## config.mk

```make
export PLATFORM = sky130hd
export DESIGN_NAME = gpio_irq_port
export DESIGN_NICKNAME = d
export VERILOG_FILES = /design/src/rtl/gpio_irq_port.sv
export SDC_FILE = /design/constraint.sdc
export NUM_CORES = 1
export LEC_CHECK = 0
export BUFFER_PORTS_ARGS = -buffer_cell sky130_fd_sc_hd__buf_2
export CORE_MARGIN = 2
export CORE_UTILIZATION = 41
export DETAILED_ROUTE_END_ITERATION = 10
export PLACE_DENSITY = 0.69
export REMOVE_ABC_BUFFERS = 1
export SLEW_MARGIN = 20
export SYNTH_ARGS = -nofsm -noshare
export SYNTH_HDL_FRONTEND = slang
export SYNTH_SLANG_ARGS = --single-unit
```

## constraint.sdc

```tcl
create_clock -name clk -period 1.5 [get_ports clk]
set_input_delay 0.225 -clock clk [delete_from_list [all_inputs] [get_ports clk]]
set_output_delay 0.225 -clock clk [all_outputs]
set_load 0.02 [all_outputs]
```

## src/rtl/gpio_irq_port.sv

```systemverilog
module gpio_irq_port #(
  parameter int NPINS = 16
) (
  input  logic             clk,
  input  logic             rst_n,
  input  logic [5:0]       bus_addr,
  input  logic             wr_en,
  input  logic             rd_en,
  input  logic [31:0]      wdata,
  output logic [31:0]      rdata,
  input  logic [NPINS-1:0] pin_in,
  output logic [NPINS-1:0] pin_out,
  output logic [NPINS-1:0] pin_oe,
  output logic             irq
);
  localparam logic [3:0] W_IEN  = 4'd0;
  localparam logic [3:0] W_STAT = 4'd1;
  localparam logic [3:0] W_DISP = 4'd2;
  localparam logic [3:0] W_CLR  = 4'd3;
  localparam logic [3:0] W_MSET = 4'd4;
  localparam logic [3:0] W_MCLR = 4'd5;
  localparam logic [3:0] W_OUT  = 4'd6;
  localparam logic [3:0] W_IN   = 4'd7;
  localparam logic [3:0] W_DIR  = 4'd8;
  localparam logic [3:0] W_MOD0 = 4'd9;
  localparam logic [3:0] W_MOD1 = 4'd10;
  localparam logic [3:0] W_SRST = 4'd12;

  logic [3:0] word;
  assign word = bus_addr[5:2];

  logic             srst_q;
  logic [NPINS-1:0] ien, status, mask, po, pm;
  logic [NPINS-1:0] sync1, sync2, prev;
  logic [2:0]       mode [NPINS];
  logic [NPINS-1:0] hit, disp;
  logic [31:0]      mode_w0, mode_w1, rd_mux;

  logic wr_ok;
  assign wr_ok = wr_en && !srst_q;

  logic unused_bits;
  assign unused_bits = ^{bus_addr[1:0], wdata};

  always_ff @(posedge clk or negedge rst_n) begin
    if (!rst_n) srst_q <= 1'b0;
    else if (wr_en && word == W_SRST) srst_q <= wdata[0];
  end

  always_ff @(posedge clk or negedge rst_n) begin
    if (!rst_n) begin
      sync1 <= '0;
      sync2 <= '0;
      prev  <= '0;
    end else if (srst_q) begin
      sync1 <= '0;
      sync2 <= '0;
      prev  <= '0;
    end else begin
      sync1 <= pin_in;
      sync2 <= sync1;
      prev  <= sync2;
    end
  end

  always_ff @(posedge clk or negedge rst_n) begin
    if (!rst_n) begin
      ien <= '0;
      po  <= '0;
      pm  <= '0;
    end else if (srst_q) begin
      ien <= '0;
      po  <= '0;
      pm  <= '0;
    end else if (wr_ok) begin
      if (word == W_IEN) ien <= wdata[NPINS-1:0];
      if (word == W_OUT) po  <= wdata[NPINS-1:0];
      if (word == W_DIR) pm  <= wdata[NPINS-1:0];
    end
  end

  always_ff @(posedge clk or negedge rst_n) begin
    if (!rst_n) mask <= '0;
    else if (srst_q) mask <= '0;
    else if (wr_ok && word == W_MSET) mask <= mask | wdata[NPINS-1:0];
    else if (wr_ok && word == W_MCLR) mask <= mask & ~wdata[NPINS-1:0];
  end

  always_ff @(posedge clk or negedge rst_n) begin
    if (!rst_n) begin
      for (int i = 0; i < NPINS; i++) mode[i] <= 3'd0;
    end else if (srst_q) begin
      for (int i = 0; i < NPINS; i++) mode[i] <= 3'd0;
    end else if (wr_ok) begin
      for (int i = 0; i < NPINS; i++) begin
        if (i < 8 && word == W_MOD0) mode[i] <= wdata[4*(i%8) +: 3];
        if (i >= 8 && word == W_MOD1) mode[i] <= wdata[4*(i%8) +: 3];
      end
    end
  end

  for (genvar g = 0; g < NPINS; g++) begin : g_det
    always_comb begin
      case (mode[g])
        3'd0:    hit[g] = prev[g] & ~sync2[g];
        3'd1:    hit[g] = ~prev[g] & sync2[g];
        3'd2:    hit[g] = ~sync2[g];
        3'd3:    hit[g] = sync2[g];
        3'd4:    hit[g] = prev[g] ^ sync2[g];
        default: hit[g] = 1'b0;
      endcase
    end
  end

  logic [NPINS-1:0] clr_bits;
  assign clr_bits = (wr_ok && word == W_CLR) ? wdata[NPINS-1:0] : '0;

  always_ff @(posedge clk or negedge rst_n) begin
    if (!rst_n) status <= '0;
    else if (srst_q) status <= '0;
    else status <= (status & ~clr_bits) | (hit & ien);
  end

  assign disp    = status & ien & ~mask;
  assign irq     = |disp;
  assign pin_out = po;
  assign pin_oe  = pm;

  always_comb begin
    mode_w0 = '0;
    mode_w1 = '0;
    for (int i = 0; i < NPINS; i++) begin
      if (i < 8) mode_w0[4*(i%8) +: 3] = mode[i];
      else       mode_w1[4*(i%8) +: 3] = mode[i];
    end
  end

  always_comb begin
    rd_mux = '0;
    case (word)
      W_IEN:   rd_mux[NPINS-1:0] = ien;
      W_STAT:  rd_mux[NPINS-1:0] = status;
      W_DISP:  rd_mux[NPINS-1:0] = disp;
      W_MSET:  rd_mux[NPINS-1:0] = mask;
      W_OUT:   rd_mux[NPINS-1:0] = po;
      W_IN:    rd_mux[NPINS-1:0] = sync2;
      W_DIR:   rd_mux[NPINS-1:0] = pm;
      W_MOD0:  rd_mux = mode_w0;
      W_MOD1:  rd_mux = mode_w1;
      W_SRST:  rd_mux[0] = srst_q;
      default: rd_mux = '0;
    endcase
  end

  always_ff @(posedge clk or negedge rst_n) begin
    if (!rst_n) rdata <= '0;
    else if (rd_en) rdata <= rd_mux;
  end
endmodule

```

==> impl_metrics.csv, run 1 <==
group,metric,value,unit
cells_and_area,diodes,0,
clock_tree,clock_latency,0.53,ns
yosys,ys_seq_area_frac,0.4846,
route,drc,0,
yosys,async_flop_share,1.000,
grt,gr-usage-all-layers,0.2595,
grt,grt_pass1_wl,53900,um
floorplan,rows,58,
floorplan,start_util,0.4192,
grt,antenna_found_initial,1,
sta,setup_ws,-0.3429,ns
worst_setup_path,cp-start-kind,"flip-flop",
floorplan,fp.dieH,164.7,um
place,placedInstanceArea,12510,sq um
floorplan,chipWidth,164.7,um
yosys,synth_area_per_cell,9.294,sq um
floorplan,core,25250,sq um
worst_setup_path,critPathRequiredTime,1.27,ns
clock_tree,cts_sinks,205,
route,vias,9764,
sta,skew,0.02184,ns
grt,grt_pass1_vias,9486,
worst_setup_path,arrival,1.62,ns
sta,max_freq,542.6,MHz
worst_hold_path,min_path_type,"input pin to flip-flop",
yosys,syn_area,10590,sq um
route,detail_route.iter0.violations,897,
sta,period_needed,1.843,ns
grt,grt_overflow,0,
worst_setup_path,cp-end-kind,"output pin",
yosys,yosys-top-cells-count,"nand2_1 (208), dfrtp_1 (205), a21oi_1 (111)",
sta,rsz0062_at_grt,"yes",
yosys,synth_edf_count,0,
clock_tree,cts_tree,"yes",
route,dr.pass1.iters,5,
yosys,yosys.area.top_type_share,0.4846,
yosys,ys.flop_type,"dfrtp_1",
yosys,yosys_warnings,0,
sta,worstMarginPinSlew,0.5419,ns
floorplan,ioPinCount,123,
grt,grt_max_degree,65,
place,gp_congestion,0.9152,
clock_tree,clkTransAtPathRegs,0.06,ns
sta,period_share,1.229,
cells_and_area,final_area,14120,sq um
clock_tree,numCtsBuffers,23,
place,hpwl,24350,um
worst_setup_path,ff2ff_setup_slack,-0.17,ns
route,ant_nets,0,
worst_setup_path,cp_max_fo,2,
worst_setup_path,crit_type,"flip-flop to output pin",
cells_and_area,fillers,2196,
pwr,ir_worst_vdd,0.8898,mV
place,numPortBuffers,112,
sta,hold_slack,0.03056,ns
sta,hold_viol,0,
route,vias_per_cell,5.570,
cells_and_area,layout.nets,1497,
route,avgRoutedWirePerCell,20.01,um
floorplan,die-area,27120,sq um
pwr,powerDensity,1140,nW/um^2
outcome,status,"finished with violations",
route,routed_wl,35070,um
sta,relSlewSlack,0.6380,
yosys,netlist_instances,1139,
yosys,synth_area_leaders,"dfrtp_1 (48%), nand2_1 (7.4%), a21oi_1 (5.2%)",
sta,setup_tns,-2.615,ns
outcome,violations,"negative setup slack",
cells_and_area,drive_above_1_share,0.2994,
clock_tree,cts_htree_levels,1,
pwr,power.leakage,6.494,nW
cells_and_area,syn2layout_area_growth,33.38,%
yosys,ys_ff_latch,205,
yosys,synth_cell_types,57,
clock_tree,cts_buffer_depth,3,
sta,setup_viol,17,
yosys,yosysTopAreaCell,"dfrtp_1",
yosys,synthMostInstantiatedCell,"nand2_1",
pwr,power.total,16.10,mW
clock_tree,root_buffer,"clkbuf_16",
flow_run,drv_cap,0,
sta,slew_violations,0,
==> area by class of cell <==
cell class                      count  area (sq um)  area share
Clock inverter                      2         13.76   0.0009747
Clock buffer                       39         705.7     0.04998
Timing Repair Buffer              326          2460      0.1742
Inverter                           46         172.7     0.01223
Tap cell                          330         412.9     0.02924
Sequential cell                   205          5136      0.3638
Multi-Input combinational cell    805          5219      0.3696
==> power breakdown <==
part | total, mW | switching (mW) | leakage [nW] | internal [mW]
Sequential | 6.83 | 0.636 | 2.73 | 6.19
Combinational | 3.82 | 2.10 | 3.41 | 1.71
Clock | 5.45 | 2.28 | 0.353 | 3.18
Total | 16.1 | 5.02 | 6.49 | 11.1
==> worst max-delay path: stages, from the launching register on <==
cell	delay, ns
dfrtp_1	0.37
nand3b_1	0.25
nand4_1	0.16
nor2_1	0.05
nand2_1	0.12
buf_6	0.14
==> cells in the final DEF (no fill, tap or decap), types with 9 or more instances in the layout <==
cell type / n
a22oi_2: 15
mux2_2: 19
ha_1: 29
a221oi_1: 11
nor2b_1: 41
buf_4: 163
nand3b_1: 19
clkbuf_1: 9
o21ai_1: 15
a211oi_2: 15
nor3_1: 30
buf_12: 13
mux2i_1: 44
nand2_1: 191
a22oi_1: 20
clkbuf_16: 24
dlygate4sd3_1: 33
xnor2_1: 16
nor2_1: 85
o2bb2ai_1: 10
o21ai_0: 21
nand2_4: 12
dfrtp_1: 202
a21oi_1: 104
inv_1: 43
buf_2: 110
==> what timing repair did <==
action	4_1_cts	5_1_grt
endpoints found under the setup margin	16	38
cloned	1	0
setup buffers	14	6
hold endpoints to repair	92	0
resized for setup	43	55
hold buffers	33	0
pin swaps	45	38
==> stage by stage <==
step | utilization | worst slack (ns) | cells
6_report | 0.5591 | -0.3429 | 1753
5_1_grt | 0.5591 | -0.4006 | 1753
4_1_cts | 0.5478 | -0.3329 | 1747
3_5_place_dp | 0.4953 | -0.3319 | 1658
3_3_place_gp | 0.4953 | -0.3145 | 1658
2_1_floorplan | - | -2.394 | 1056
==> per-layer routing <==
metal  GRT usage  vias up  wire length (um)
met1      0.3572     4802             14830
met4     0.08696        2              1108
met3     0.04395       80              2719
met5           0        -                13
met2      0.4173      417             16400
li1            -     4463                 -
==> worst paths after layout <==
kind,from,end,cells after the start
min in group asynchronous,rst_n,mode[33],2
max in group asynchronous,rst_n,sync2[5],3
hold reg to reg,sync1[0],sync2[0],1
hold / removal,wdata[4],mode[42],3
setup / recovery,mask[9],irq,5
setup reg to reg,srst_q,status[12],7
==> cells by family after synthesis <==
family / count (synthesis) / share of synthesized area
fa+ha+maj: 32 / 0.03782
buf+inv: 132 / 0.05768
compound gates: 262 / 0.1565
mux: 64 / 0.06288
flops: 205 / 0.4846
simple gates: 427 / 0.1870
other cells: 1 / 0.0003542
xor+xnor: 16 / 0.01324
==> flip-flops by register name (all words and copies together) (netlist names) <==
signal / count
mode: 48
rdata: 28
ien: 16
mask: 16
pin_oe: 16
pin_out: 16
prev: 16
status: 16
sync1: 16
sync2: 16
srst_q: 1
Note: power is estimated with default switching activity, not from simulation.
==> run 2: changes to the inputs <==
- ABC_CLOCK_PERIOD_IN_PS: not set -> 1700
- PLACE_DENSITY: 0.69 -> 0.66
- clock period: 1.5 -> 1.7 ns (I/O delays scaled with it)
==> impl_metrics.csv, run 2 (synthesized netlist as in run 1, its figures left out) <==
group,metric,value,unit
sta,max_freq,529.9,MHz
clock_tree,root_buffer,"clkbuf_16",
place,numPortBuffers,112,
grt,antenna_found_initial,2,
route,detail_route.iter0.violations,888,
clock_tree,numCtsBuffers,25,
route,avgRoutedWirePerCell,19.95,um
cells_and_area,drive_above_1_share,0.2346,
place,gp_congestion,0.8939,
sta,slew_violations,0,
clock_tree,cts_tree,"yes",
worst_setup_path,crit_type,"flip-flop to output pin",
cells_and_area,largest_reg_flops,48,
worst_setup_path,arrival,1.63,ns
clock_tree,clkTransAtPathRegs,0.06,ns
worst_hold_path,min_path_type,"input pin to flip-flop",
clock_tree,cts_htree_levels,1,
clock_tree,cts_sinks,205,
grt,gr-usage-all-layers,0.2506,
sta,skew,0.008476,ns
cells_and_area,largest_register,"mode",
floorplan,die-area,27120,sq um
sta,period_share,1.110,
sta,relSlewSlack,0.6310,
floorplan,chipWidth,164.7,um
outcome,status,"finished with violations",
worst_setup_path,cp-start-kind,"flip-flop",
route,drc,0,
sta,hold_viol,0,
pwr,power.total,14.43,mW
floorplan,ioPinCount,123,
outcome,violations,"negative setup slack",
floorplan,core,25250,sq um
route,ant_nets,0,
pwr,p_sw,4.362,mW
floorplan,rows,58,
cells_and_area,utilization,0.5332,
route,vias,9556,
pwr,power.leakage,6.112,nW
sta,period_needed,1.887,ns
cells_and_area,final_cell_mix,"nand2_1 (206), dfrtp_1 (200), a21oi_1 (111), buf_2 (110), buf_4 (102)",
sta,worstMarginPinSlew,0.5529,ns
worst_setup_path,cp-end-kind,"output pin",
grt,grt_pass1_wl,52190,um
worst_setup_path,cp_max_fo,2,
pwr,seqPwrFrac,0.418,
route,dr.pass1.iters,6,
sta,setup_ws,-0.1872,ns
cells_and_area,mostFrequentLayoutCell,"nand2_1",
sta,rsz0062_at_grt,"yes",
floorplan,fp.dieH,164.7,um
pwr,internal_power,10.07,mW
clock_tree,clock_latency,0.52,ns
clock_tree,cts_buffer_depth,3,
place,hpwl,23410,um
pwr,clock_power_share,0.378,
flow_run,drv_cap,0,
cells_and_area,layout.nets,1436,
worst_setup_path,critPathRequiredTime,1.44,ns
grt,grt_max_degree,94,
grt,grt_pass1_vias,9316,
cells_and_area,syn2layout_area_growth,27.20,%
floorplan,start_util,0.4192,
sta,setup_viol,1,
route,vias_per_cell,5.638,
pwr,power_frac_comb,0.204,
pwr,ir_worst_vdd,0.7555,mV
cells_and_area,reg.largest.list,"mode: 48 flops, rdata: 28 flops",
grt,grt_overflow,0,
pwr,swShare,0.3023,
pwr,powerDensity,1072,nW/um^2
route,routed_wl,33820,um
[run 2: cell types whose count changed in the layout (fill, tap and decap cells not counted), sizes merged]
cell and change:
buf -60, clkbuf -7, clkinv +6, bufinv +3, dlygate4sd3 -2, clkinvlp +1
diode +1
[run 2: final timing paths]
path | start | endpoint | slack, ns | cells past startpoint
worst max-delay path | mask[1] | irq | -0.19 | 5
worst min-delay path | wdata[3] | mask[3] | 0.02 | 2
worst min register to register | sync1[0] | sync2[0] | 0.46 | 1
max in group asynchronous | rst_n | sync2[3] | 0.81 | 3
min in group asynchronous | rst_n | prev[12] | 0.21 | 2
worst max register to register | srst_q | status[2] | 0.05 | 6
[run 2: cell type report]
| cell class | count | area, sq um |
|---|---|---|
| fill | 2263 | 11790 |
| timing repair buffer | 263 | 1994 |
| clock inverter | 12 | 143.9 |
| multi-input combinational | 805 | 4905 |
| tap | 330 | 412.9 |
| sequential | 205 | 5139 |
| antenna | 1 | 2.502 |
| clock buffer | 33 | 695.7 |
| inverter | 46 | 172.7 |
[run 2: routing by layer]
layer / GRT usage / up-vias / share of wire
li1: - / 4341 / -
met2: 0.3963 / 446 / 0.45
met3: 0.04671 / 101 / 0.090
met4: 0.1004 / 2 / 0.039
met1: 0.3412 / 4666 / 0.42
met5: 0 / - / 0.00041
[run 2: power groups by stage]
stage               combinational (mW)  sequential, mW  clock (mW)
floorplan                         1.26            6.25           0
global placement                  2.57            6.11           0
detailed placement                2.66            6.13           0
CTS                               2.86            6.02        5.51
global route                      3.23            6.11        5.74
finish                            2.94            6.04        5.45
[run 2: timing repair]
| action | 4_1_cts | 5_1_grt |
|---|---|---|
| pin swaps | 7 | 16 |
| gates resized for setup | 3 | 17 |
| setup buffers | 15 | 5 |
| endpoints found under the hold margin | 69 | 0 |
| hold buffers | 31 | 0 |
| endpoints found under the setup margin | 2 | 9 |
[run 2: per-stage QoR]
| stage | hold slack (ns) | TNS (ns) | worst slack [ns] | cells | instance area (sq um) |
|---|---|---|---|---|---|
| floorplan | -0.04059 | -294.27 | -2.194 | 1056 | 10160 |
| global placement | 0.1924 | -2.468 | -0.1193 | 1598 | 12100 |
| detailed placement | 0.1931 | -3.841 | -0.1263 | 1598 | 12100 |
| CTS | 0.005543 | -0.1452 | -0.1452 | 1689 | 13370 |
| global route | 0.03262 | -0.2831 | -0.2373 | 1695 | 13470 |
| finish | 0.01553 | -0.1872 | -0.1872 | 1695 | 13470 |
[run 2: worst max-delay path, stage by stage (launching register included)]
cell,delay [ns]
dfrtp_1,0.40
nand3b_1,0.22
nand4_1,0.18
nor2_1,0.06
nand2_1,0.12
buf_6,0.14
==> run 3: changes to the inputs <==
- HOLD_SLACK_MARGIN: not set -> 0.15
==> impl_metrics.csv, run 3 (synthesized netlist as in run 1, its figures left out) <==
group,metric,value,unit
cells_and_area,largest_reg_flops,48,
clock_tree,cts_buffer_depth,3,
place,hpwl,23410,um
floorplan,core,25250,sq um
flow_run,drv_cap,0,
route,avgRoutedWirePerCell,19.83,um
worst_setup_path,arrival,1.63,ns
route,ant_nets,0,
route,drc,0,
pwr,ir_worst_vdd,0.7574,mV
route,detail_route.iter0.violations,853,
worst_setup_path,cp_max_fo,2,
sta,worstMarginPinSlew,0.5765,ns
worst_setup_path,cp-end-kind,"output pin",
clock_tree,clock_latency,0.52,ns
grt,gr-usage-all-layers,0.2512,
grt,grt_overflow,0,
pwr,power.leakage,6.171,nW
place,placed_cells,1598,
sta,setup_ws,-0.1853,ns
sta,slew_violations,0,
route,vias,9569,
floorplan,fp.dieH,164.7,um
cells_and_area,layout.nets,1450,
sta,period_share,1.109,
outcome,violations,"negative setup slack",
sta,skew,0.008375,ns
cells_and_area,diodes,0,
cells_and_area,mostFrequentLayoutCell,"nand2_1",
clock_tree,cts_tree,"yes",
clock_tree,clkTransAtPathRegs,0.06,ns
cells_and_area,syn2layout_area_growth,28.50,%
route,routed_wl,33880,um
sta,rsz0062_at_grt,"yes",
clock_tree,cts_sinks,205,
worst_setup_path,cp-start-kind,"flip-flop",
route,vias_per_cell,5.602,
route,dr.pass1.iters,5,
floorplan,rows,58,
sta,period_needed,1.885,ns
worst_setup_path,crit_type,"flip-flop to output pin",
outcome,status,"finished with violations",
cells_and_area,drive_above_1_share,0.2322,
clock_tree,numCtsBuffers,25,
cells_and_area,largest_register,"mode",
cells_and_area,fin_cells,1708,
cells_and_area,reg.largest.list,"mode: 48 flops, rdata: 28 flops",
place,gp_congestion,0.8939,
worst_setup_path,critPathRequiredTime,1.44,ns
floorplan,ioPinCount,123,
grt,antenna_found_initial,1,
floorplan,chipWidth,164.7,um
cells_and_area,final_cell_mix,"nand2_1 (206), dfrtp_1 (200), a21oi_1 (111), buf_2 (110), buf_4 (102)",
grt,grt_pass1_wl,52350,um
sta,hold_viol,0,
sta,relSlewSlack,0.6152,
floorplan,start_util,0.4192,
clock_tree,root_buffer,"clkbuf_16",
sta,max_freq,530.4,MHz
pwr,power.total,14.45,mW
worst_hold_path,min_path_type,"input pin to flip-flop",
floorplan,die-area,27120,sq um
pwr,powerDensity,1063,nW/um^2
clock_tree,cts_htree_levels,1,
grt,grt_max_degree,94,
sta,setup_viol,1,
grt,grt_pass1_vias,9367,
place,numPortBuffers,112,
==> run 3: cell count changes in the layout (fill, tap and decap cells not counted) <==
cell,previous run,this run
dlygate4sd3_1,31,45
diode_2,1,0
==> run 3: layout make-up <==
| class | instances | area (sq um) |
|---|---|---|
| Clock inverter | 12 | 143.9 |
| Inverter | 46 | 172.7 |
| Multi-Input combinational cell | 805 | 4905 |
| Clock buffer | 33 | 695.7 |
| Timing Repair Buffer | 277 | 2135 |
| Sequential cell | 205 | 5139 |
| Fill cell | 2254 | 11650 |
| Tap cell | 330 | 412.9 |
==> run 3: critical path: stages, from the launching register on <==
cell,delay [ns]
dfrtp_1,0.40
nand3b_1,0.22
nand4_1,0.18
nor2_1,0.06
nand2_1,0.12
buf_6,0.13
==> run 3: report_power, final <==
part           switching (mW)  internal [mW]  leakage (nW)
Sequential              0.570           5.47          2.73
Clock                    2.13           3.33         0.418
Combinational            1.67           1.29          3.02
==> run 3: repair_timing <==
action,4_1_cts,5_1_grt
pin swaps,7,16
hold buffers,45,0
buffers inserted,15,5
endpoints found under the setup margin,2,9
hold endpoints to repair,338,0
gates resized for setup,3,17
==> run 3: per-layer routing <==
| metal | GRT usage | up-vias | routed length (um) |
|---|---|---|---|
| li1 | - | 4372 | - |
| met1 | 0.3419 | 4654 | 14350 |
| met2 | 0.3990 | 442 | 15420 |
| met3 | 0.04646 | 99 | 2750 |
| met4 | 0.09802 | 2 | 1343 |
| met5 | 0 | - | 14 |
==> run 3: path summary, 6_finish.rpt <==
| check | endpoint | startpoint | depth (start not counted) | slack, ns |
|---|---|---|---|---|
| max in group asynchronous | sync2[3] | rst_n | 3 | 0.81 |
| min | rdata[0] | rd_en | 3 | 0.17 |
| min reg2reg | sync2[0] | sync1[0] | 1 | 0.46 |
| max reg2reg | status[2] | srst_q | 6 | 0.05 |
| min in group asynchronous | prev[12] | rst_n | 2 | 0.21 |
| max | irq | mask[1] | 5 | -0.19 |
==> run 3: through the flow <==
stage	setup TNS, ns	setup slack, ns	utilization	hold WS (ns)	instance area (sq um)
final	-0.1853	-0.1853	0.5386	0.1708	13600
after detailed placement	-3.841	-0.1263	0.4790	0.1931	12100
after CTS	-0.1452	-0.1452	0.5348	0.1526	13510
after floorplan	-294.27	-2.194	-	-0.04059	10160
after global placement	-2.468	-0.1193	0.4790	0.1924	12100
after global routing	-0.2831	-0.2373	0.5386	0.1802	13600
